### config.mk
export PLATFORM = sky130hd
export DESIGN_NAME = cam_multimode
export DESIGN_NICKNAME = d
export VERILOG_FILES = /design/src/rtl/cam_pkg.sv /design/src/rtl/cam_ctrl.sv /design/src/rtl/cam_entry.sv /design/src/rtl/cam_datapath.sv /design/src/rtl/cam_multimode.sv
export SDC_FILE = /design/constraint.sdc
export NUM_CORES = 1
export LEC_CHECK = 0
export BUFFER_PORTS_ARGS = -buffer_cell sky130_fd_sc_hd__buf_4
export CORE_MARGIN = 10
export CORE_UTILIZATION = 29
export CTS_CLUSTER_DIAMETER = 200
export DETAILED_ROUTE_END_ITERATION = 8
export PLACE_DENSITY = 0.58
export SLEW_MARGIN = 20
export SYNTH_ARGS = -nofsm -noshare
export SYNTH_HDL_FRONTEND = slang
export SYNTH_HIERARCHICAL = 1
export SYNTH_SLANG_ARGS = --single-unit
### constraint.sdc
create_clock -name clk -period 2.54 [get_ports clk]
set_input_delay 0.508 -clock clk [delete_from_list [all_inputs] [get_ports clk]]
set_output_delay 0.508 -clock clk [all_outputs]
set_load 0.005 [all_outputs]
### src/rtl/cam_pkg.sv
package cam_pkg;

  typedef enum logic [1:0] {
    MODE_SINGLE = 2'b00,
    MODE_MULTI  = 2'b01,
    MODE_CLEAR  = 2'b10,
    MODE_IDLE   = 2'b11
  } camMode_e;

  typedef struct packed {
    logic doSearch;
    logic pickLowest;
    logic doClear;
    logic doWrite;
  } camStrobe_t;

endpackage

### src/rtl/cam_ctrl.sv
module cam_ctrl
  import cam_pkg::*;
(
  input  logic       clk,
  input  logic       rst,
  input  logic       opEn,
  input  logic [1:0] opMode,
  input  logic       wrEn,
  output camStrobe_t stb
);

  camMode_e modeSel;

  always_comb begin
    modeSel        = camMode_e'(opMode);
    stb.doSearch   = 1'b0;
    stb.pickLowest = 1'b0;
    stb.doClear    = 1'b0;
    if (opEn) begin
      unique case (modeSel)
        MODE_SINGLE: begin
          stb.doSearch   = 1'b1;
          stb.pickLowest = 1'b1;
        end
        MODE_MULTI:  stb.doSearch = 1'b1;
        MODE_CLEAR:  stb.doClear  = 1'b1;
        default: ;
      endcase
    end
    stb.doWrite = wrEn && !stb.doClear;
  end

  AST_CLEAR_BLOCKS_WRITE: assert property (@(posedge clk) disable iff (rst)
    (opEn && opMode == 2'b10) |-> !stb.doWrite);

endmodule

### src/rtl/cam_entry.sv
module cam_entry #(
  parameter int WIDTH = 8
) (
  input  logic             clk,
  input  logic             rst,
  input  logic             clrStb,
  input  logic             wrStb,
  input  logic [WIDTH-1:0] wrData,
  input  logic [WIDTH-1:0] key,
  output logic             hit
);

  logic [WIDTH-1:0] dataQ;
  logic             validQ;

  always_ff @(posedge clk) begin
    if (rst) begin
      validQ <= 1'b0;
    end else if (clrStb) begin
      validQ <= 1'b0;
    end else if (wrStb) begin
      validQ <= 1'b1;
    end
  end

  always_ff @(posedge clk) begin
    if (wrStb && !clrStb) begin
      dataQ <= wrData;
    end
  end

  assign hit = validQ && (dataQ == key);

  AST_CLEAR_DROPS_VALID: assert property (@(posedge clk) disable iff (rst)
    clrStb |=> !validQ);
  AST_WRITE_LOADS: assert property (@(posedge clk) disable iff (rst)
    (wrStb && !clrStb) |=> (validQ && dataQ == $past(wrData)));

endmodule

### src/rtl/cam_datapath.sv
module cam_datapath
  import cam_pkg::*;
#(
  parameter int ENTRIES = 16,
  parameter int WIDTH   = 8,
  localparam int IDXW   = $clog2(ENTRIES)
) (
  input  logic               clk,
  input  logic               rst,
  input  camStrobe_t         stb,
  input  logic [WIDTH-1:0]   searchKey,
  input  logic [IDXW-1:0]    wrAddr,
  input  logic [WIDTH-1:0]   wrData,
  output logic [ENTRIES-1:0] matchVec,
  output logic               matchFound,
  output logic [IDXW-1:0]    matchIdx
);

  logic [ENTRIES-1:0] rawHit;
  logic [ENTRIES-1:0] lowestHit;
  logic [ENTRIES-1:0] nextVec;
  logic [IDXW-1:0]    nextIdx;

  for (genvar i = 0; i < ENTRIES; i++) begin : gEntry
    logic wrSel;
    assign wrSel = stb.doWrite && (wrAddr == IDXW'(i));
    cam_entry #(.WIDTH(WIDTH)) uEntry (
      .clk    (clk),
      .rst    (rst),
      .clrStb (stb.doClear),
      .wrStb  (wrSel),
      .wrData (wrData),
      .key    (searchKey),
      .hit    (rawHit[i])
    );
  end

  // Isolate the lowest set bit.
  assign lowestHit = rawHit & (~rawHit + ENTRIES'(1));
  assign nextVec   = stb.pickLowest ? lowestHit : rawHit;

  always_comb begin
    nextIdx = '0;
    for (int k = ENTRIES - 1; k >= 0; k--) begin
      if (nextVec[k]) nextIdx = IDXW'(k);
    end
  end

  always_ff @(posedge clk) begin
    if (rst || stb.doClear) begin
      matchVec   <= '0;
      matchFound <= 1'b0;
      matchIdx   <= '0;
    end else if (stb.doSearch) begin
      matchVec   <= nextVec;
      matchFound <= |rawHit;
      matchIdx   <= nextIdx;
    end
  end

  logic [ENTRIES-1:0] belowIdx;
  assign belowIdx = (ENTRIES'(1) << matchIdx) - ENTRIES'(1);

  AST_SINGLE_ONEHOT: assert property (@(posedge clk) disable iff (rst)
    (stb.doSearch && stb.pickLowest) |=> $onehot0(matchVec));
  AST_FOUND_IS_OR: assert property (@(posedge clk) disable iff (rst)
    matchFound == (matchVec != '0));
  AST_IDX_LOWEST: assert property (@(posedge clk) disable iff (rst)
    matchFound |-> (matchVec[matchIdx] && (matchVec & belowIdx) == '0));
  AST_IDX_ZERO_ON_MISS: assert property (@(posedge clk) disable iff (rst)
    !matchFound |-> matchIdx == '0);
  AST_CLEAR_ZEROES: assert property (@(posedge clk) disable iff (rst)
    stb.doClear |=> (matchVec == '0 && !matchFound));
  AST_HOLD_IDLE: assert property (@(posedge clk) disable iff (rst)
    (!stb.doSearch && !stb.doClear) |=> ($stable(matchVec) && $stable(matchIdx)));

endmodule

### src/rtl/cam_multimode.sv
module cam_multimode
  import cam_pkg::*;
#(
  parameter int ENTRIES = 16,
  parameter int WIDTH   = 8,
  localparam int IDXW   = $clog2(ENTRIES)
) (
  input  logic               clk,
  input  logic               rst,
  input  logic               opEn,
  input  logic [1:0]         opMode,
  input  logic [WIDTH-1:0]   searchKey,
  input  logic               wrEn,
  input  logic [IDXW-1:0]    wrAddr,
  input  logic [WIDTH-1:0]   wrData,
  output logic [ENTRIES-1:0] matchVec,
  output logic               matchFound,
  output logic [IDXW-1:0]    matchIdx
);

  camStrobe_t stb;

  cam_ctrl uCtrl (
    .clk    (clk),
    .rst    (rst),
    .opEn   (opEn),
    .opMode (opMode),
    .wrEn   (wrEn),
    .stb    (stb)
  );

  cam_datapath #(.ENTRIES(ENTRIES), .WIDTH(WIDTH)) uData (
    .clk        (clk),
    .rst        (rst),
    .stb        (stb),
    .searchKey  (searchKey),
    .wrAddr     (wrAddr),
    .wrData     (wrData),
    .matchVec   (matchVec),
    .matchFound (matchFound),
    .matchIdx   (matchIdx)
  );

endmodule

* Word-level counts from Yosys, hierarchy flattened *
Index checks and enable logic that the tools add are counted.

word-level totals
  bits in registers = 165
  bits in latches = 0
  RAM bits = 0
  bits in read-only memories = 0
  input port bits = 26
  output and inout port bits = 21
  logic and storage cells = 148
  memories = 0

cells by class
  add/subtract/negate cells = 1
  multipliers = 0
  divide/modulo/power cells = 0
  magnitude comparators = 0
  equal/unequal tests = 33
  shifts and indexed selects = 0
  multiplexer cells = 21
  bitwise operators = 2
  reduce and logical (&&, ||, !) cells = 56

operators with widths
  cell                   number
  $eq 8x8->1             16
  $mux 4                 16
  $logic_and 1x1->1      49
  $eq 4x4->1 const B     8
  $add 16x1->16 const B  1
  $and 16x16->16         1
  $eq 4x3->1 const B     4
  $mux 16                1
  $not 16->16            1
  $reduce_or 16->1       1
  $eq 4x2->1 const B     2
  $eq 4x1->1 const B     1
  $logic_not 4->1        1
  $reduce_or 2->1        2
  $mux 1                 3
  $mux 3                 1
  $eq 2x1->1 const B     1
  $eq 2x2->1 const B     1
  $logic_not 2->1        1
  $logic_not 1->1        1
  $logic_or 1x1->1       1

* Logic depth before layout (Yosys ltp) *
Gate-level depths: netlist of the first run.

  depth in word-level cells = 22
  depth in mapped cells = 10
  gate-level depth less buffers = 8

* Modules after synthesis *
Netlist of the first run, hierarchy kept.

modules (own cells, without submodules)
  module        instances  cells each  area each (µm²)  sequential area each (µm²)
  cam_entry     16         24          370.4            260.2
  cam_datapath  1          189         1403.8           420.4
  cam_ctrl      1          5           31.3             0.0

* Worst setup path after synthesis of the first run *
No wires, ideal clock.

  path kind = input to register
  start = in opEn
  end = reg uData.matchVec[10]
  library setup time = 128 ps
  arrival = 2531 ps
  required time = 2412 ps
  setup slack = -118 ps
  stages on the path = 6
  path through = nand2_1 > nor2_1 > or2_2 > clkbuf_1 > clkbuf_1 > nor2_1

RTL lines
  item                    RTL line             RTL
  start: declaration      cam_multimode.sv:10  input logic opEn,
  end signal: assignment  cam_datapath.sv:55   matchVec <= nextVec;
  end: declaration        cam_datapath.sv:14   output logic [ENTRIES-1:0] matchVec,

* Worst setup path after layout of the first run *
  start = reg uData.gEntry[4].uEntry.dataQ[5]
  end = reg uData.matchIdx[0]

between the ends
  word-level cells in the longest chain between the ends = 22

ends and longest elaborated chain
  item                      RTL line            RTL
  start: declaration        cam_entry.sv:13     logic [WIDTH-1:0] dataQ;
  start signal: assignment  cam_entry.sv:28     dataQ <= wrData;
  $eq 8x8->1 *              cam_entry.sv:32     assign hit = validQ && (dataQ == key);
  $logic_and 1x1->1 *       cam_entry.sv:32
  net uData.rawHit[4]       cam_datapath.sv:19  logic [ENTRIES-1:0] rawHit;
  $not 16->16               cam_datapath.sv:39  assign lowestHit = rawHit & (~rawHit + ENTRIES'(1));
  $add 16x1->16             cam_datapath.sv:39
  $and 16x16->16            cam_datapath.sv:39
  $mux 16 *                 cam_datapath.sv:40  assign nextVec = stb.pickLowest ? lowestHit : rawHit;
  $mux 4 (11 in a row)      cam_datapath.sv:45  if (nextVec[k]) nextIdx = IDXW'(k);
  $mux 4 * (5 in a row)     cam_datapath.sv:45
  end signal: assignment    cam_datapath.sv:57  matchIdx <= nextIdx;
  end: declaration          cam_datapath.sv:16  output logic [IDXW-1:0] matchIdx

The timed path passes the listed nets; every way through them passes the cells marked *.
A chain may end at the register's enable or synchronous reset.

==> results of run 1 <==
through the flow:
step / TNS [ps] / setup WS [ps]
after global routing: 0 / 62.3
after detailed placement: -465 / -137
after CTS: 0 / 171
final: 0 / 202
after global placement: -436 / -143
after floorplan: 0 / 187
area by class of cell:
class,count,share of cell area
Clock inverter,13,0.0205
Multi-Input combinational cell,395,0.288
Clock buffer,19,0.0463
Timing Repair Buffer,116,0.109
Inverter,3,0.00120
Antenna cell,1,0.000268
Tap cell,330,0.0442
Sequential cell,165,0.490
registers in the layout (all words and copies together), names as in the netlist:
signal,cells
uData/gEntry.uEntry/validQ,16
uData/matchIdx,4
uData/matchVec,16
uData/gEntry.uEntry/dataQ,128
uData/matchFound,1
cell usage in the layout (no fill, tap or decap), types with 8 or more instances in the layout:
cell type	Yosys	layout
nor2b_1	18	18
dfxtp_1	37	37
xnor2_1	128	128
buf_12	0	12
buf_4	0	104
o21ai_0	8	8
nand3_1	28	28
nand2_1	40	40
a21oi_1	17	17
nor3_1	24	24
nor3_2	16	16
nand4_1	18	18
clkbuf_16	0	17
edfxtp_1	128	128
nor2_1	41	40
worst max path at each step:
stage	to	slack [ps]	cells past startpoint
after detailed placement	uData/matchIdx[0]	-140	11
after floorplan	uData/matchIdx[0]	190	10
final	uData/matchIdx[0]	200	9
after CTS	uData/matchIdx[0]	170	9
after global placement	uData/matchIdx[0]	-140	11
after global routing	uData/matchIdx[0]	60	9
layer usage:
| metal | routed length [um] | global-route usage | vias up | share of wire |
|---|---|---|---|---|
| li1 | - | - | 2329 | - |
| met5 | 0 | 0 | - | 0 |
| met1 | 8680 | 0.162 | 2312 | 0.47 |
| met4 | 154 | 0.0321 | 0 | 0.0083 |
| met3 | 1300 | 0.0339 | 11 | 0.070 |
| met2 | 8320 | 0.179 | 121 | 0.45 |
worst max-delay path, delay by kind of cell (launching register included):
family / cells / cell delay, ps
xor gates and xnor gates: 1 / 140
AOI/OAI and AO/OA: 3 / 630
buffers and inverters: 1 / 190
and+or+nand+nor: 4 / 860
DFF: 1 / 400
cell families after synthesis:
logic type / share of synthesized area
buf+inv: 0.0117
flops: 0.623
simple gates: 0.155
mux: 0.00272
compound gates: 0.0552
xor+xnor: 0.152
where the power goes:
| part | switching, mW | leakage [nW] | internal, mW |
|---|---|---|---|
| Sequential | 0.0173 | 1.45 | 2.95 |
| Combinational | 0.237 | 1.31 | 0.189 |
| Clock | 1.14 | 0.299 | 1.58 |
Yosys cell counts (2+ instances only):
cell / number
or4_1: 2
mux2i_1: 2
edfxtp_1: 128
a21oi_1: 17
nand3_1: 28
dfxtp_1: 37
nor4b_1: 2
inv_1: 2
buf_6: 2
nor3_1: 24
nand2_1: 40
nor4_1: 4
buf_2: 3
or2_2: 4
nor2_1: 41
a21o_1: 2
nor3_2: 16
o21a_1: 4
nand3b_1: 2
o21ai_0: 8
a211oi_1: 2
o211ai_1: 3
xnor2_1: 128
clkbuf_1: 9
nand2b_1: 4
nand4_1: 18
or3b_2: 2
nor2b_1: 18
==> impl_metrics.tcl, run 1 <==
set metrics [dict create \
    status "finished, final reports clean" \
    crit_type "reg2reg" \
    clk_path_buf_depth 2 \
    leakage_nw 3.07 \
    cts_sinks 165 \
    report.final.slew_viol_count 0 \
    fin_crit_sh 0.920 \
    yosys_warnings 6 \
    ff2ff_setup_slack_ps 200 \
    ys_types 54 \
    antenna_found_initial 1 \
    grt_pass1_vias 4705 \
    tritoncts "done" \
    ctsResizeCount 0 \
    synth_edf_count 128 \
    period_minus_slack_ps 2340 \
    whs_ps 431 \
    place_area_mm2 0.00872 \
    slew_headroom 0.636 \
    arrival_ps 2650 \
    synth_area_mm2 0.00736 \
    detail-route-antenna-nets 0 \
    regArea_mm2 0.00458 \
    stdcell_count 1042 \
    die_x_um 179 \
    maxCapViolations 0 \
    fin_area_mm2 0.00935 \
    nets 724 \
    htree_levels 4 \
    syn_area_per_cell_um2 12.7 \
    cts-root-buf "clkbuf_16" \
    overflow 0 \
    drive_gt1_frac 0.249 \
    synth-seq-cells 165 \
    hp-start "wrAddr[1]" \
    core-area_mm2 0.0251 \
    insertion_delay_ps 430 \
    crit_start "uData/gEntry[4].uEntry/dataQ[5]" \
    fillers 2469 \
    rsz0062_at_grt "false" \
    post-route-util 0.372 \
    drt-wirelength-per-cell_um 17.7 \
    setup_violations 0 \
    wl_mm 18.4 \
    synth.largest_area_cell "edfxtp_1" \
    required_ps 2860 \
    area_growth_pct 27.0 \
    slowest_stage "or4_1" \
    syn_inst 578 \
    p_total_mw 6.11 \
    min_path_cells 4 \
    io_pins 47 \
    fin_skew_ps 17.0 \
    numCtsBuffers 17 \
    power_density_mw_per_mm2 653 \
    drt_pre_antenna_iters 4 \
    async_flop_share 0 \
    timing.rr.end "uData/matchIdx[0]" \
    path_cells "xnor2_1 > nand4_1 > nor3_2 > or4_1 > buf_4 > o41ai_4 > a21oi_1 > o2111ai_1 > nand3_1" \
    vias 4773 \
    synth_top_area_frac 0.522 \
    cpPeakStageDelay_ps 520 \
    postCtsSetupRepairBufs 0 \
    clkTransAtPathRegs_ps 70 \
    routabilityCongestion 0.809 \
    dieArea_mm2 0.0322 \
    fp.dieH_um 179 \
    hold_viol_final 0 \
    critPathCaptureType "flip-flop" \
    io_buffers 46 \
    avgViaCountPerCell 4.58 \
    initial_core_util 0.293 \
    ys_top_cells_by_area "edfxtp_1, xnor2_1, dfxtp_1" \
    dp_cells 1009 \
    rows 58 \
    max-vdd-ir-drop_v 0.000494 \
    path_max_fanout 7 \
    critPathLaunchType "flip-flop" \
    min_to "uData/gEntry[0].uEntry/validQ" \
    grt_max_degree 33 \
    worst_pin_slew_ps 543 \
    rr_worst_depth 9 \
    rr_startpoint "uData/gEntry[4].uEntry/dataQ[5]" \
    drc 0 \
    ys.flop_type "edfxtp_1" \
    drt_iter0_drc 420 \
    syn_nets 604 \
    hold_buffers 0 \
    grt_pass1_wl_mm 28.1 \
    max_freq_ghz 0.428 \
    multi_input_area_mm2 0.00269 \
    hold_path_class "in2reg" \
    place_hpwl_mm 13.0 \
    grt_use_total 0.118 \
    synth.yosys.seq_area_share 0.623 \
]
Power figures use the tool's default switching activity.
==> run 2: changes to the inputs <==
CORE_UTILIZATION = 44   (was 29)
PLACE_DENSITY = 0.75   (was 0.58)
==> run 2 against run 1 <==
  * Non-clock buffer count grew 3
  * Largest power group unchanged
  * Combinational power shrank 7.7%
  * Sequential share of layout area grew 1.7 points
  * Total power shrank 3.7%
  * Core utilization grew 18 points
  * Final cell count shrank 10%
  * Register-to-register slack lost 60 ps
  * Sequential power is essentially flat
  * Wire length shrank 4.7%
  * Setup slack lost 59 ps
==> impl_metrics.tcl, run 2 (synthesized netlist as in run 1, its figures left out) <==
set metrics [dict create \
    place_hpwl_mm 12.1 \
    detail-route-antenna-nets 0 \
    max-vdd-ir-drop_v 0.000541 \
    nets 727 \
    cpPeakStageDelay_ps 430 \
    path_max_fanout 5 \
    htree_levels 4 \
    rows 47 \
    min_path_cells 1 \
    path_cells "xnor2_1 > nand4_1 > nor3_2 > buf_4 > nor4_1 > buf_4 > nand4_1 > and2_1 > o2bb2ai_1 > a41oi_1" \
    cts-root-buf "clkbuf_16" \
    grt_pass1_vias 5037 \
    critPathLaunchType "flip-flop" \
    routabilityCongestion 0.890 \
    antenna_found_initial 0 \
    fin_area_mm2 0.00904 \
    grt_pass1_wl_mm 27.6 \
    dp_cells 902 \
    arrival_ps 2740 \
    rr_worst_depth 10 \
    fp.dieH_um 149 \
    path_delay_family "simple AND/OR/NAND/NOR gates" \
    hold_path_class "in2reg" \
    rr_startpoint "uData/gEntry[5].uEntry/dataQ[2]" \
    status "finished, final reports clean" \
    top_register "uData/gEntry.uEntry/dataQ" \
    avgViaCountPerCell 5.32 \
    overflow 0 \
    stdcell_count 934 \
    fin_skew_ps 7.20 \
    clkTransAtPathRegs_ps 60 \
    die_x_um 149 \
    rsz0062_at_grt "false" \
    place_area_mm2 0.00846 \
    fin_crit_sh 0.943 \
    initial_core_util 0.447 \
    numCtsBuffers 17 \
    drt-wirelength-per-cell_um 18.8 \
    postCtsSetupRepairBufs 0 \
    crit_buf_inv 2 \
    wl_mm 17.6 \
    tritoncts "done" \
    cts_sinks 165 \
    core-area_mm2 0.0165 \
    max_freq_ghz 0.417 \
    layout_common_cells "xnor2_1, edfxtp_1, buf_4, nand2_1, nor2_1" \
    area_growth_pct 22.8 \
    worst_pin_slew_ps 644 \
    clk_path_buf_depth 2 \
    vias 4972 \
    required_ps 2880 \
    setup_violations 0 \
    diodes 0 \
    hp-start "wrData[2]" \
    postLayoutSetupSlackWorst_ps 144 \
    dieArea_mm2 0.0223 \
    crit_type "reg2reg" \
    place_ws_ps -183 \
    slew_headroom 0.568 \
    maxCapViolations 0 \
    hold_buffers 0 \
    hold_viol_final 0 \
    period_minus_slack_ps 2400 \
    timing.rr.end "uData/matchIdx[1]" \
    drt_pre_antenna_iters 5 \
    min_to "uData/gEntry[2].uEntry/dataQ[2]" \
    grt_max_degree 33 \
    power_density_mw_per_mm2 651 \
    drt_iter0_drc 381 \
    ff2ff_setup_slack_ps 140 \
    report.final.slew_viol_count 0 \
    largest_reg_flops 128 \
    drc 0 \
    io_buffers 46 \
    insertion_delay_ps 420 \
    critPathCaptureType "flip-flop" \
    grt_use_total 0.160 \
    reg_top3 "uData/gEntry.uEntry/dataQ x128, uData/gEntry.uEntry/validQ x16, uData/matchVec x16" \
    io_pins 47 \
    leakage_nw 3.01 \
    slowest_stage "nor4_1" \
    drive_gt1_frac 0.248 \
]
==> run 2: repair_timing <==
item | CTS | global route
endpoints found under the setup margin | 0 | 1
resized for setup | 0 | 1
hold endpoints to repair | 0 | 0
==> run 2: metrics by stage <==
stage	total power, mW	hold WS (ps)	setup TNS [ps]	utilization
finish	5.88	424	0	0.549
global route	6.07	426	0	0.549
CTS	5.91	414	0	0.548
detailed placement	3.42	455	-1260	0.514
global placement	3.40	452	-567	0.514
floorplan	3.21	458	0	-
==> run 2: how the worst max path moves through the flow <==
stage,start,endpoint,slack [ps],cells after the start
final,uData/gEntry[5].uEntry/dataQ[2],uData/matchIdx[1],140,10
after CTS,uData/gEntry[2].uEntry/dataQ[2],uData/matchIdx[1],140,10
after global routing,uData/gEntry[0].uEntry/dataQ[2],uData/matchIdx[2],60,8
after floorplan,searchKey[2],uData/matchIdx[0],190,10
after detailed placement,searchKey[2],uData/matchIdx[1],-180,11
after global placement,searchKey[2],uData/matchIdx[1],-140,11
==> run 2: cell type report <==
cell class,count,area [um^2]
Clock inverter,11,123
Multi-Input combinational cell,395,2700
Clock buffer,21,450
Fill cell,1333,7430
Sequential cell,165,4580
Inverter,3,11.3
Timing Repair Buffer,119,893
Tap cell,220,275
==> run 2: power by group <==
part	switching (mW)	internal, mW
Combinational	0.229	0.164
Sequential	0.0182	2.95
Clock	1.04	1.48
Total	1.29	4.59
==> run 2: routing by layer <==
layer | GRT usage | vias to the layer above | part of all wire
met5 | 0 | - | 0
li1 | - | 2339 | -
met3 | 0.0507 | 20 | 0.073
met2 | 0.255 | 201 | 0.48
met1 | 0.204 | 2412 | 0.43
met4 | 0.0451 | 0 | 0.013
